`src/rtl/chan_status_pkg.sv`:
```
package chan_status_pkg;

  typedef enum logic [1:0] {
    GATE_NEVER    = 2'd0,
    GATE_IF_TRUE  = 2'd1,
    GATE_IF_FALSE = 2'd2,
    GATE_ALWAYS   = 2'd3
  } gate_code_e;

  typedef enum logic [1:0] {
    ADR_STATUS   = 2'd0,
    ADR_IRQ_SEL  = 2'd1,
    ADR_BR_SEL   = 2'd2,
    ADR_WAIT_SEL = 2'd3
  } reg_addr_e;

  localparam int NUM_SEL = 3;

  function automatic logic apply_gate(input logic [1:0] code, input logic hit);
    logic r;
    unique case (gate_code_e'(code))
      GATE_NEVER:    r = 1'b0;
      GATE_IF_TRUE:  r = hit;
      GATE_IF_FALSE: r = ~hit;
      default:       r = 1'b1;
    endcase
    return r;
  endfunction

endpackage

```
`src/rtl/chan_status_reg.sv`:
```
module chan_status_reg #(
  parameter int DEV_W  = 8,
  parameter int STAT_W = 2 * DEV_W
) (
  input  logic              clk,
  input  logic              rst,
  input  logic              sw_we,
  input  logic [STAT_W-1:0] sw_mask,
  input  logic [STAT_W-1:0] sw_val,
  input  logic              hw_we,
  input  logic [DEV_W-1:0]  hw_mask,
  input  logic [DEV_W-1:0]  hw_val,
  input  logic              br_upd,
  input  logic              br_take,
  output logic [STAT_W-1:0] stat_word,
  output logic [DEV_W-1:0]  dev_stat
);

  localparam int RUN_BIT  = STAT_W - 1;
  localparam int DEAD_BIT = STAT_W - 5;
  localparam int ACT_BIT  = STAT_W - 6;
  localparam int BR_BIT   = DEV_W;
  // bits software may change: five run-state bits and the device byte
  localparam logic [STAT_W-1:0] SW_OWN = {{5{1'b1}}, {(DEV_W-5){1'b0}}, {DEV_W{1'b1}}};

  logic [STAT_W-1:0] stat_q, stat_d;

  always_comb begin
    stat_d = stat_q;
    if (sw_we)
      stat_d = (stat_d & ~(sw_mask & SW_OWN)) | (sw_val & sw_mask & SW_OWN);
    // hardware applied last so it wins on shared device bits
    if (hw_we)
      stat_d[DEV_W-1:0] = (stat_d[DEV_W-1:0] & ~hw_mask) | (hw_val & hw_mask);
    if (br_upd)
      stat_d[BR_BIT] = br_take;
  end

  always_ff @(posedge clk) begin
    if (rst) stat_q <= '0;
    else     stat_q <= stat_d;
  end

  always_comb begin
    stat_word          = stat_q;
    stat_word[ACT_BIT] = stat_q[RUN_BIT] & ~stat_q[DEAD_BIT];
  end

  assign dev_stat = stat_q[DEV_W-1:0];

  AST_SW_MASK_KEEP: assert property (@(posedge clk) disable iff (rst)
    (sw_we && !hw_we && !br_upd) |=>
      ((stat_q & ~$past(sw_mask) & SW_OWN) == ($past(stat_q) & ~$past(sw_mask) & SW_OWN)));

  AST_HW_MASK_WINS: assert property (@(posedge clk) disable iff (rst)
    hw_we |=> ((stat_q[DEV_W-1:0] & $past(hw_mask)) == ($past(hw_val) & $past(hw_mask))));

  AST_BRANCH_TRACK: assert property (@(posedge clk) disable iff (rst)
    br_upd |=> (stat_q[BR_BIT] == $past(br_take)));

  AST_BRANCH_HOLD: assert property (@(posedge clk) disable iff (rst)
    !br_upd |=> $stable(stat_q[BR_BIT]));

endmodule

```
`src/rtl/chan_selector.sv`:
```
module chan_selector #(
  parameter int DEV_W = 8
) (
  input  logic               clk,
  input  logic               rst,
  input  logic               we,
  input  logic [2*DEV_W-1:0] wdata,
  output logic [DEV_W-1:0]   sel_mask,
  output logic [DEV_W-1:0]   sel_val
);

  logic [2*DEV_W-1:0] sel_q;

  always_ff @(posedge clk) begin
    if (rst)     sel_q <= '0;
    else if (we) sel_q <= wdata;
  end

  assign sel_mask = sel_q[2*DEV_W-1:DEV_W];
  assign sel_val  = sel_q[DEV_W-1:0];

endmodule

```
`src/rtl/chan_cond_eval.sv`:
```
module chan_cond_eval
  import chan_status_pkg::*;
#(
  parameter int DEV_W = 8
) (
  input  logic [DEV_W-1:0] dev,
  input  logic [DEV_W-1:0] mask,
  input  logic [DEV_W-1:0] val,
  input  logic [1:0]       code,
  output logic             fire
);

  logic hit;
  assign hit  = ((dev & mask) == val);
  assign fire = apply_gate(code, hit);

endmodule

```
`src/rtl/chan_status_unit.sv`:
```
module chan_status_unit
  import chan_status_pkg::*;
#(
  parameter int DEV_W  = 8,
  parameter int STAT_W = 2 * DEV_W,
  parameter int WORD_W = 2 * STAT_W
) (
  input  logic              clk,
  input  logic              rst,
  input  logic              wr_en,
  input  logic [1:0]        wr_addr,
  input  logic [WORD_W-1:0] wr_data,
  input  logic [1:0]        rd_addr,
  output logic [STAT_W-1:0] rd_data,
  input  logic              hw_dev_we,
  input  logic [DEV_W-1:0]  hw_dev_mask,
  input  logic [DEV_W-1:0]  hw_dev_val,
  input  logic              cmd_eval,
  input  logic [1:0]        int_code,
  input  logic [1:0]        br_code,
  input  logic [1:0]        wait_code,
  output logic              irq,
  output logic              branch_taken,
  output logic              wait_hold
);

  localparam int RUN_BIT  = STAT_W - 1;
  localparam int DEAD_BIT = STAT_W - 5;
  localparam int ACT_BIT  = STAT_W - 6;

  logic [STAT_W-1:0] stat_word;
  logic [DEV_W-1:0]  dev_stat;
  logic [DEV_W-1:0]  sel_mask [NUM_SEL];
  logic [DEV_W-1:0]  sel_val  [NUM_SEL];
  logic [1:0]        code_arr [NUM_SEL];
  logic [NUM_SEL-1:0] fire;
  logic              sw_we;

  assign sw_we       = wr_en && (wr_addr == ADR_STATUS);
  assign code_arr[0] = int_code;
  assign code_arr[1] = br_code;
  assign code_arr[2] = wait_code;

  chan_status_reg #(.DEV_W(DEV_W), .STAT_W(STAT_W)) u_stat (
    .clk       (clk),
    .rst       (rst),
    .sw_we     (sw_we),
    .sw_mask   (wr_data[WORD_W-1:STAT_W]),
    .sw_val    (wr_data[STAT_W-1:0]),
    .hw_we     (hw_dev_we),
    .hw_mask   (hw_dev_mask),
    .hw_val    (hw_dev_val),
    .br_upd    (cmd_eval),
    .br_take   (fire[1]),
    .stat_word (stat_word),
    .dev_stat  (dev_stat)
  );

  for (genvar i = 0; i < NUM_SEL; i++) begin : g_sel
    chan_selector #(.DEV_W(DEV_W)) u_sel (
      .clk      (clk),
      .rst      (rst),
      .we       (wr_en && (wr_addr == 2'(i + 1))),
      .wdata    (wr_data[STAT_W-1:0]),
      .sel_mask (sel_mask[i]),
      .sel_val  (sel_val[i])
    );

    chan_cond_eval #(.DEV_W(DEV_W)) u_eval (
      .dev  (dev_stat),
      .mask (sel_mask[i]),
      .val  (sel_val[i]),
      .code (code_arr[i]),
      .fire (fire[i])
    );
  end

  always_ff @(posedge clk) begin
    if (rst) begin
      rd_data      <= '0;
      irq          <= 1'b0;
      branch_taken <= 1'b0;
      wait_hold    <= 1'b0;
    end else begin
      unique case (reg_addr_e'(rd_addr))
        ADR_STATUS:  rd_data <= stat_word;
        ADR_IRQ_SEL: rd_data <= {sel_mask[0], sel_val[0]};
        ADR_BR_SEL:  rd_data <= {sel_mask[1], sel_val[1]};
        default:     rd_data <= {sel_mask[2], sel_val[2]};
      endcase
      irq          <= cmd_eval & fire[0];
      branch_taken <= cmd_eval & fire[1];
      wait_hold    <= cmd_eval & fire[2];
    end
  end

  AST_ACTIVE_RULE: assert property (@(posedge clk) disable iff (rst)
    (rd_addr == ADR_STATUS) |=>
      (rd_data[ACT_BIT] == (rd_data[RUN_BIT] && !rd_data[DEAD_BIT])));

  AST_IDLE_QUIET: assert property (@(posedge clk) disable iff (rst)
    !cmd_eval |=> (!irq && !branch_taken && !wait_hold));

  AST_NEVER_SILENT: assert property (@(posedge clk) disable iff (rst)
    (cmd_eval && int_code == GATE_NEVER) |=> !irq);

  AST_ALWAYS_FIRES: assert property (@(posedge clk) disable iff (rst)
    (cmd_eval && wait_code == GATE_ALWAYS) |=> wait_hold);

endmodule

```
`config.mk`:
```
export PLATFORM = sky130hd
export DESIGN_NAME = chan_status_unit
export DESIGN_NICKNAME = d
export VERILOG_FILES = /design/src/rtl/chan_status_pkg.sv /design/src/rtl/chan_status_reg.sv /design/src/rtl/chan_selector.sv /design/src/rtl/chan_cond_eval.sv /design/src/rtl/chan_status_unit.sv
export SDC_FILE = /design/constraint.sdc
export NUM_CORES = 1
export LEC_CHECK = 0
export BUFFER_PORTS_ARGS = -buffer_cell sky130_fd_sc_hd__buf_2
export CORE_ASPECT_RATIO = 0.5
export CORE_UTILIZATION = 30
export CTS_BUF_LIST = sky130_fd_sc_hd__clkbuf_16
export DETAILED_ROUTE_END_ITERATION = 8
export SLEW_MARGIN = 10
export SYNTH_ARGS = -nofsm -noshare
export SYNTH_HDL_FRONTEND = slang
export SYNTH_HIERARCHICAL = 1
export SYNTH_SLANG_ARGS = --single-unit
```
`constraint.sdc`:
```
create_clock -name clk -period 1.65 [get_ports clk]
set_input_delay 0.0825 -clock clk [delete_from_list [all_inputs] [get_ports clk]]
set_output_delay 0.0825 -clock clk [all_outputs]
set_load 0.01 [all_outputs]
```
; Word level (Yosys, flattened, before mapping)
; Index checks and enable logic that the tools add are counted.
[word_totals]
output_inout_bits = 19
wordCells = 60
reg_bits = 83
input_bits = 63
[classes]
eq_ne = 14
n_bitwise = 19
muxes = 7
reduce_logical = 10
[ops]
columns = op, count
row1 = one-hot mux 16 bit (3 select lines), 1
row2 = bitwise AND 8 bit, 5
row3 = bitwise AND 16 bit, 2
row4 = equality test 8 bit, 3
row5 = NOT 16 bit, 1
row6 = OR 16 bit, 1
row7 = equality test 2 bit (second input constant), 6
row8 = equality test 2 x 1 -> 1 bit (second input constant), 5
row9 = logical NOT 2 bit, 5
row10 = 2-to-1 mux 9 bit, 1
row11 = one-hot mux 1 bit (3 select lines), 3
row12 = 2-to-1 mux 8 bit, 1
row13 = NOT 8 bit, 1
row14 = OR 8 bit, 1
row15 = bitwise AND 1 bit, 4
row16 = logical AND 1 bit, 4
row17 = NOT 1 bit, 4
row18 = nonzero test 2 bit, 1
row19 = 2-to-1 mux 1 bit, 1

; Depth between registers and ports, before layout
; Gate-level depths: netlist of run 1.
[depth]
depth_word = 7
ltp_mapped = 6

; Hierarchy
; The synthesis of run 1 kept the hierarchy.
[modules_own_cells]
columns = module, cells_each, n_inst, area_each_um2, seq_area_each_um2
row1 = chan_selector, 52, 3, 580.6, 320.3
row2 = chan_status_unit, 86, 1, 942.2, 380.4
row3 = chan_status_reg, 87, 1, 823.3, 280.3
row4 = chan_cond_eval, 22, 3, 166.4, 0.0

; Worst setup path before layout of run 1
; OpenSTA, ideal clock, no wires.
[synth_path]
path_type = register to register
start = reg u_stat.stat_q[7]
end = reg u_stat.stat_q[8]
stages_incl_launch_ff = 7
path_slack_ns = 0.177
t_required_ns = 1.520
arrival_time_ns = 1.344
path_buffers = 0
cell_sequence = dfxtp_1 -> a21boi_0 -> nor4_2 -> nand4_1 -> mux2_1 -> mux2i_1 -> nor2_1
[synth_between]
elab_chain_len = 5
[synth_rtl]
columns = item, line
row1 = from (decl), chan_status_reg.sv:26  ; logic [STAT_W-1:0] stat_q, stat_d;
row2 = from (signal assigned), chan_status_reg.sv:41  ; else stat_q <= stat_d;
row3 = bitwise AND 8 bit *, chan_cond_eval.sv:14  ; assign hit = ((dev & mask) == val);
row4 = equality test 8 bit *, chan_cond_eval.sv:14
row5 = NOT 1 bit, chan_status_pkg.sv:24  ; GATE_IF_FALSE: r = ~hit;
row6 = one-hot mux 1 bit (3 select lines) *, chan_status_pkg.sv:21  ; unique case (gate_code_e'(code))
row7 = named net fire[1], chan_status_unit.sv:36  ; logic [NUM_SEL-1:0] fire;
row8 = 2-to-1 mux 1 bit *, chan_status_reg.sv:35  ; if (br_upd)
; Mark *: on every way through the listed nets, which the timed path passes. The rest lies on a longest branch.
; A chain may end at the register's enable or synchronous reset.

; Final worst setup path of run 1
[layout_path]
start = reg u_stat.stat_q[6]
end = reg wait_hold
[layout_between]
elab_chain_len = 5
[layout_rtl]
columns = item, line
row1 = bitwise AND 8 bit *, chan_cond_eval.sv:14
row2 = equality test 8 bit *, chan_cond_eval.sv:14
row3 = NOT 1 bit, chan_status_pkg.sv:24
row4 = one-hot mux 1 bit (3 select lines) *, chan_status_pkg.sv:21
row5 = named net fire[2], chan_status_unit.sv:36
row6 = bitwise AND 1 bit *, chan_status_unit.sv:93  ; wait_hold <= cmd_eval & fire[2];
row7 = to (signal assigned), chan_status_unit.sv:93
row8 = to (decl), chan_status_unit.sv:24  ; output logic wait_hold
; Marked as above.

==> results.yml, run 1 <==
clocking:
  cts_setup_buffers: 0
  clock_latency_ns: 0.34
  tritoncts: "yes"
  clockBufferDepth: 2
  path_clk_slew_ns: 0.06
  cts_hold_buf: 0
  numCtsBuffers: 9
  cts_root_buf: "clkbuf_16"
  htreeDepth: 3
  clock_sinks: 81
pwr:
  p_leak_nw: 2.03
  p_int_mw: 3.27
  clkPwrFrac_pct: 40.0
  switchingPower_mw: 1.09
  power_mw: 4.36
  p_sw_share_pct: 24.9
  ir_worst_vdd_uv: 489
  p_comb_share_pct: 11.7
  power_density_nw_per_um2: 930
  seqPwrFrac_pct: 48.2
logic_synthesis:
  synth_cell_types: 32
  synth_nets: 458
  syn_area_um2: 4010
  yosysWarnings: 6
  ys_seq_elements: 81
  synth_cells: 395
  synthFlopType: "dfxtp_1"
  postSynthAreaPerCell_um2: 10.1
  synth_edf_count: 0
  ys_seq_area_share_pct: 40.5
  async_flop_share_pct: 0
timing:
  tightest_slew_ns: 0.843
  max_freq_mhz: 639
  max_slew_margin_pct: 43.8
  fin_skew_ns: 0.00567
  fin_ws_ns: 0.0852
  fin_crit_sh_pct: 94.8
  drv_slew: 0
  finalSetupViolCount: 0
  fin_crit_ns: 1.56
  rsz0062_at_grt: "true"
  finalSetupTns_ns: 0
  hold_violations: 0
final_layout:
  areaGrowthSynthToFinish_pct: 17.1
  final_cell_mix: "mux2i_1, buf_2, dfxtp_1"
  drive_gt1_share_pct: 28.3
  fillCellCount: 1313
  final_common_cell: "mux2i_1"
  n_antenna_cell: 0
  stdcell_count: 637
  nets: 525
grt:
  grt_use_total_pct: 14.9
  grt_busiest_layer: "met2"
  grt_pass1_wl_mm: 15.7
  use_met1_pct: 20.3
  grt-ovfl-total: 0
  grt_use_met2_pct: 22.7
  use_met3_pct: 4.17
  grt_max_degree: 44
  grt_pass1_vias: 3013
  antenna_found_initial: 0
status:
  violations: "DRC"
  status: "finished with violations"
setup_path:
  critPathArrivalTime_ns: 1.80
  crit_buf_inv: 1
  cp_top_family: "compound AO/OA/AOI/OAI gates"
  slowest_delay_ns: 0.35
  required_ns: 1.88
  worst_setup_path_start_kind: "register"
  crit_fanout: 7
  cp-end-kind: "register"
  crit_slowest_cell: "dfxtp_2"
  crit_chain: "buf_4 > a21o_1 > a211oi_2 > nand4_1 > mux2_1 > and2_1"
  path_class: "register to register"
drt:
  antenna_left: 0
  vias_per_cell: 4.86
  vias: 3099
  drt_wl_total_mm: 9.80
  post-route-drc-count: 4
  routedWlPerCell_um: 15.4
  drt_iter0_drc: 201
  firstDrtPassIters: 6
floorplan:
  fp.coreArea_um2: 12800
  num_rows: 29
  die_x_um: 165
  start_util_pct: 31.2
  num_io_pins: 82
  die_area_um2: 13800
  die_y_um: 83.7
placed_design:
  routabilityCongestion: 0.728
  place_hpwl_mm: 6.83
  port-buffer-count: 78
  place_ws_ns: -0.0453
  dp.cells: 621
min_path:
  hold_class: "primary input to register"
run:
  max-cap-violations: 0
-- synthesized netlist by cell type (all sizes together), types with 2 or more instances --
cell	instances	area [µm²]
a211oi	3	37.5
a21bo	13	130
a21boi	9	67.6
a21o	3	22.5
a21oi	17	85.1
a311oi	8	82.6
and2	3	18.8
and3	13	81.3
and3b	18	158
buf	34	310
dfxtp	81	1620
mux2	3	33.8
mux2i	81	811
nand2	9	33.8
nand3	16	80.1
nand4	3	18.8
nor2	50	188
nor2b	2	12.5
nor4	3	37.5
o22a	6	52.6
o22ai	16	100
-- layout make-up --
type                       count  area, µm²  area share (%)
timing repair buffer          90        505            10.8
clock inverter                 7       30.0           0.640
clock buffer                   9        225            4.80
tap                          170        213            4.54
multi-input combinational    280       2080            44.4
sequential                    81       1630            34.8
-- layer usage --
metal	share of wire [%]	routed length [µm]	vias to the layer above
met1	50	4920	1462
met2	44	4320	60
met4	1.4	139	0
li1	-	-	1563
met3	4.4	429	14
met5	0	0	-
-- state kept, by name (all words and copies together) (netlist names), named ones only --
name and count:
branch_taken 1, g_sel.u_sel/sel_q 48, irq 1, rd_data 16, u_stat/stat_q 9, wait_hold 1
-- path summary, 6_finish.rpt --
path | cells after the start | end | start | slack (ns)
setup / recovery | 6 | wait_hold | u_stat/stat_q[6] | 0.09
hold / removal | 3 | u_stat/stat_q[3] | hw_dev_mask[3] | 0.01
setup reg to reg | 6 | wait_hold | u_stat/stat_q[6] | 0.09
hold reg to reg | 2 | g_sel[1].u_sel/sel_q[7] | g_sel[1].u_sel/sel_q[7] | 0.51
-- power by group through the flow --
stage | clock (mW) | sequential [mW] | combinational [mW]
after floorplan | 0 | 2.13 | 0.353
after global placement | 0 | 2.14 | 0.505
after detailed placement | 0 | 2.14 | 0.513
after CTS | 1.78 | 2.10 | 0.515
after global routing | 1.88 | 2.12 | 0.561
final | 1.75 | 2.10 | 0.511
-- timing repair --
item | 4_1_cts | 5_1_grt
endpoints found under the setup margin | 1 | 4
endpoints found under the hold margin | 0 | 0
gates resized for setup | 1 | 9
pin swaps | 0 | 2
-- cell families (layout without fill, tap and decap cells) --
logic type | after synthesis | in the layout | synth area share [%]
multiplexers | 84 | 84 | 21.1
flip-flops | 81 | 81 | 40.5
AND/OR/NAND/NOR | 120 | 120 | 16.2
buffers and inverters | 34 | 106 | 7.74
other | 1 | 1 | 0.0936
AO/OA/AOI/OAI | 75 | 75 | 14.4
-- through the flow --
step	instance area, µm²	hold slack, ns	utilization, %
3_3_place_gp	4420	0.355	34.4
5_1_grt	4690	0.0224	36.5
4_1_cts	4680	0.00982	36.4
3_5_place_dp	4420	0.365	34.4
2_1_floorplan	4010	0.155	-
6_report	4690	0.0117	36.5
-- tightest hold or removal path: cells and delay by family --
kind                   cells  cell delay, ns
AND/OR/NAND/NOR            1            0.05
buffers and inverters      1            0.11
AO/OA/AOI/OAI              1            0.07
No activity file was read; power rests on OpenSTA's default activity.
==> run 2, diff against run 1 <==
--- a/config.mk
+++ b/config.mk
@@ -12,2 +12,3 @@
 export DETAILED_ROUTE_END_ITERATION = 8
+export GPL_TIMING_DRIVEN = 0
 export SLEW_MARGIN = 10
--- a/constraint.sdc
+++ b/constraint.sdc
@@ -3,2 +3,2 @@
 set_output_delay 0.0825 -clock clk [all_outputs]
-set_load 0.01 [all_outputs]
+set_load 0.005 [all_outputs]
==> run 2 against run 1 <==
  * The run still ends with DRC left
  * First-iteration DRC count decreased by 9.0%
  * Via count up 6.4%
  * Clock power about the same
  * Non-clock buffer count grew 25
  * Sequential power about the same
  * Die area unchanged
  * Final area is 5.0% higher
  * Highest routed layer unchanged
==> results.yml, run 2 (synthesis results as in run 1) <==
drt:
  antenna_left: 0
  vias_per_cell: 4.98
  drt_wl_total_mm: 11.6
  post-route-drc-count: 4
  drt_iter0_drc: 183
  firstDrtPassIters: 7
  vias: 3297
  routedWlPerCell_um: 17.5
setup_path:
  slowest_delay_ns: 0.41
  reg2reg_depth: 6
  required_ns: 1.85
  r2r_slack_ns: 0.008
  crit_slowest_cell: "dfxtp_2"
  crit_chain: "nand3_1 > a211oi_2 > nand4_1 > mux2_4 > mux2i_1 > nor2_1"
  crit_fanout: 8
  r2r_start: "u_stat/stat_q[6]"
  cp-end-kind: "register"
  worst_setup_path_start_kind: "register"
  r2r_end: "u_stat/stat_q[8]"
  path_class: "register to register"
  critPathArrivalTime_ns: 1.84
final_layout:
  final_cell_mix: "buf_2, mux2i_1, dfxtp_1"
  largest_reg_flops: 48
  areaGrowthSynthToFinish_pct: 22.9
  final_area_um2: 4920
  final_common_cell: "buf_2"
  drive_gt1_share_pct: 30.7
  fillCellCount: 1309
  stdcell_count: 662
  n_antenna_cell: 0
  reg.largest.list: "g_sel.u_sel/sel_q: 48 flops, rd_data: 16 flops, u_stat/stat_q: 9 flops"
  nets: 550
  regMostFlops: "g_sel.u_sel/sel_q"
  utilization_pct: 38.3
run:
  max-cap-violations: 0
timing:
  finalSetupViolCount: 0
  max_freq_mhz: 609
  finalSetupTns_ns: 0
  hold_slack_ns: 0.00686
  fin_crit_sh_pct: 99.5
  hold_violations: 0
  rsz0062_at_grt: "true"
  max_slew_margin_pct: 50.2
  fin_crit_ns: 1.64
  fin_ws_ns: 0.00784
  drv_slew: 0
  fin_skew_ns: 0.00549
  tightest_slew_ns: 0.746
pwr:
  p_leak_nw: 2.15
  seqPwrFrac_pct: 47.3
  p_comb_share_pct: 13.1
  power_mw: 4.46
  switchingPower_mw: 1.14
  p_sw_share_pct: 25.6
  clkPwrFrac_pct: 39.6
  ir_worst_vdd_uv: 518
  power_density_nw_per_um2: 905
  p_int_mw: 3.32
grt:
  use_met3_pct: 5.07
  use_met1_pct: 23.6
  grt_use_met2_pct: 27.3
  grt-ovfl-total: 0
  grt_pass1_wl_mm: 17.7
  grt_busiest_layer: "met2"
  grt_max_degree: 13
  grt_use_total_pct: 17.5
  antenna_found_initial: 0
  grt_pass1_vias: 3128
floorplan:
  die_y_um: 83.7
  fp.coreArea_um2: 12800
  start_util_pct: 31.2
  die_x_um: 165
  die_area_um2: 13800
  num_io_pins: 82
  num_rows: 29
clocking:
  cts_root_buf: "clkbuf_16"
  numCtsBuffers: 9
  tritoncts: "yes"
  clockBufferDepth: 2
  path_clk_slew_ns: 0.06
  clock_sinks: 81
  htreeDepth: 3
  clock_latency_ns: 0.34
placed_design:
  routabilityCongestion: 0.807
  place_ws_ns: -0.0913
  dpl-instance-area_um2: 4600
  place_hpwl_mm: 8.38
  dp.cells: 642
  port-buffer-count: 77
min_path:
  holdPathStages: 3
  hold_end: "u_stat/stat_q[3]"
  worstHoldStart: "hw_dev_mask[3]"
  hold_class: "primary input to register"
status:
  violations: "DRC"
  status: "finished with violations"
-- run 2: cell types whose count changed in the layout (fill, tap and decap cells not counted), sizes merged --
cell	delta
buf	+23
dlygate4sd3	+2
-- run 2: final cells by class --
cell class              instances  area [µm²]  area share (%)
plain buffers                  34         310            6.30
flip-flops and latches         81        1640            33.3
well taps                     170         213            4.32
clock buffers                   9         225            4.57
repair buffers                 81         420            8.54
clock inverters                 7        30.0           0.610
multi-input cells             280        2090            42.4
-- run 2: per-layer routing --
layer,part of all wire (%),wire length [µm],vias up
met3,7.3,844,13
met1,48,5530,1581
met2,44,5090,91
met4,0.94,109,0
met5,0,0,-
li1,-,-,1612
-- run 2: worst max-delay path by stage --
| stage | from | end | depth (start not counted) |
|---|---|---|---|
| 2_1_floorplan | u_stat/stat_q[7] | u_stat/stat_q[8] | 6 |
| 3_5_place_dp | u_stat/stat_q[7] | u_stat/stat_q[8] | 6 |
| 3_3_place_gp | u_stat/stat_q[7] | u_stat/stat_q[8] | 6 |
| 6_report | u_stat/stat_q[6] | u_stat/stat_q[8] | 6 |
| 5_1_grt | g_sel[1].u_sel/sel_q[11] | u_stat/stat_q[8] | 6 |
| 4_1_cts | u_stat/stat_q[3] | u_stat/stat_q[8] | 6 |
-- run 2: what timing repair did --
action | CTS | global route
gates resized for setup | 12 | 2
endpoints found under the hold margin | 2 | 0
pin swaps | 2 | 1
setup buffers | 2 | 0
setup endpoints to repair | 4 | 3
hold buffers | 2 | 0
-- run 2: worst max-delay path: cells and delay by family, from the launching register on --
kind	cells	cell delay (ns)
AND/OR/NAND/NOR	3	0.35
AO/OA/AOI/OAI	1	0.28
flip-flops	1	0.41
multiplexers	2	0.47
-- run 2: power by group through the flow --
stage | registers, mW | clock network, mW | logic (mW)
4_1_cts | 2.11 | 1.80 | 0.587
6_report | 2.11 | 1.76 | 0.586
3_3_place_gp | 2.15 | 0 | 0.564
5_1_grt | 2.12 | 1.89 | 0.633
2_1_floorplan | 2.13 | 0 | 0.353
3_5_place_dp | 2.15 | 0 | 0.572
==> run 3, diff against run 2 <==
- SETUP_SLACK_MARGIN: not set -> 0.2
==> run 3 against run 2 <==
  * The run ends with DRC, setup timing left
  * Sequential share of layout area fell by 0.56 points
  * Critical endpoint unchanged
  * Clock power increased by 3%
  * Combinational power rose by 4.9%
  * Critical path type unchanged
==> results.yml, run 3 (synthesis results as in run 1) <==
setup_path:
  cp-end-kind: "register"
  r2r_slack_ns: -0.23
  required_ns: 1.85
  r2r_end: "u_stat/stat_q[8]"
  r2r_start: "u_stat/stat_q[3]"
  critPathArrivalTime_ns: 2.08
  crit_fanout: 4
  path_class: "register to register"
  worst_setup_path_start_kind: "register"
  reg2reg_depth: 6
grt:
  grt-ovfl-total: 0
  grt_max_degree: 14
  grt_use_total_pct: 18.0
  grt_pass1_wl_mm: 18.2
  grt_pass1_vias: 3172
  antenna_found_initial: 1
clocking:
  clock_sinks: 81
  numCtsBuffers: 9
  path_clk_slew_ns: 0.06
  htreeDepth: 3
  clock_latency_ns: 0.35
  tritoncts: "yes"
  cts_root_buf: "clkbuf_16"
  clockBufferDepth: 2
timing:
  fin_ws_ns: -0.226
  finalSetupViolCount: 4
  fin_crit_sh_pct: 114
  max_slew_margin_pct: 53.1
  fin_skew_ns: 0.0122
  hold_slack_ns: 0.00629
  fin_crit_ns: 1.88
  hold_violations: 0
  tightest_slew_ns: 0.703
  drv_slew: 0
  max_freq_mhz: 533
  rsz0062_at_grt: "true"
placed_design:
  dp.cells: 642
  place_ws_ns: -0.291
  place_hpwl_mm: 8.73
  dpl-instance-area_um2: 4610
  routabilityCongestion: 0.778
  port-buffer-count: 77
final_layout:
  nets: 556
  drive_gt1_share_pct: 31.3
  final_cell_mix: "buf_2, mux2i_1, dfxtp_1"
  final_common_cell: "buf_2"
  n_antenna_cell: 0
  regMostFlops: "g_sel.u_sel/sel_q"
  areaGrowthSynthToFinish_pct: 24.7
  largest_reg_flops: 48
  final_area_um2: 5000
  stdcell_count: 668
  fillCellCount: 1283
  reg.largest.list: "g_sel.u_sel/sel_q: 48 flops, rd_data: 16 flops, u_stat/stat_q: 9 flops"
status:
  violations: "DRC, setup timing"
  status: "finished with violations"
pwr:
  power_density_nw_per_um2: 909
  p_comb_share_pct: 13.5
  p_sw_share_pct: 26.3
  p_leak_nw: 2.19
  switchingPower_mw: 1.20
  p_int_mw: 3.35
  clkPwrFrac_pct: 40.0
  ir_worst_vdd_uv: 469
  seqPwrFrac_pct: 46.4
  power_mw: 4.54
min_path:
  worstHoldStart: "wr_data[27]"
  hold_class: "primary input to register"
  holdPathStages: 3
run:
  max-cap-violations: 0
floorplan:
  die_area_um2: 13800
  num_rows: 29
  die_y_um: 83.7
  num_io_pins: 82
  start_util_pct: 31.2
  fp.coreArea_um2: 12800
  die_x_um: 165
drt:
  vias: 3327
  post-route-drc-count: 8
  routedWlPerCell_um: 17.8
  drt_iter0_drc: 165
  antenna_left: 0
  vias_per_cell: 4.98
  firstDrtPassIters: 7
  drt_wl_total_mm: 11.9
run 3: what timing repair did:
action / in CTS / in global routing
hold buffers: 4 / 0
gates resized for setup: 9 / 3
endpoints found under the hold margin: 4 / 0
setup endpoints to repair: 4 / 4
setup buffers: 4 / 2
pin swaps: 3 / 5
run 3: worst max path at each step:
stage	slack, ns	cells past startpoint	endpoint	from
2_1_floorplan	0.21	6	u_stat/stat_q[8]	g_sel[1].u_sel/sel_q[7]
3_3_place_gp	-0.29	6	u_stat/stat_q[8]	u_stat/stat_q[3]
3_5_place_dp	-0.29	6	u_stat/stat_q[8]	u_stat/stat_q[3]
4_1_cts	-0.19	6	u_stat/stat_q[8]	u_stat/stat_q[3]
5_1_grt	-0.30	6	u_stat/stat_q[8]	g_sel[1].u_sel/sel_q[3]
6_report	-0.23	6	u_stat/stat_q[8]	u_stat/stat_q[3]
run 3: critical path, stage by stage, from the launching register on:
cell and delay, ns:
dfxtp_4 0.36, and3b_1 0.19, nor4_4 0.31, nand4_1 0.28, mux2_4 0.38, mux2i_1 0.15, nor2_1 0.05
run 3: layout make-up:
class / instances / area (µm²) / share of cell area [%]
buffer: 34 / 310 / 6.21
timing repair buffer: 87 / 474 / 9.49
clock buffer: 9 / 225 / 4.51
sequential: 81 / 1640 / 32.7
tap: 170 / 213 / 4.26
multi-input combinational: 280 / 2100 / 42.0
clock inverter: 7 / 40.0 / 0.801
run 3: power groups by stage:
| stage | Clock [mW] | Sequential [mW] | Combinational [mW] |
|---|---|---|---|
| final | 1.82 | 2.11 | 0.615 |
| after global routing | 1.95 | 2.12 | 0.665 |
| after CTS | 1.87 | 2.11 | 0.607 |
| after detailed placement | 0 | 2.15 | 0.582 |
| after global placement | 0 | 2.15 | 0.574 |
| after floorplan | 0 | 2.13 | 0.357 |
run 3: routing by layer:
| metal | share of wire (%) | wire length [µm] | global-route usage [%] |
|---|---|---|---|
| met5 | 0 | 0 | 0 |
| met4 | 1.4 | 164 | 6.61 |
| met3 | 5.7 | 673 | 3.92 |
| met2 | 43 | 5110 | 26.7 |
| met1 | 50 | 5950 | 25.3 |
run 3: metrics by stage:
step / util [%] / setup TNS [ns]
floorplan: - / 0
CTS: 38.7 / -0.498
global route: 38.9 / -0.766
finish: 38.9 / -0.562
detailed placement: 35.9 / -0.736
global placement: 35.9 / -0.725
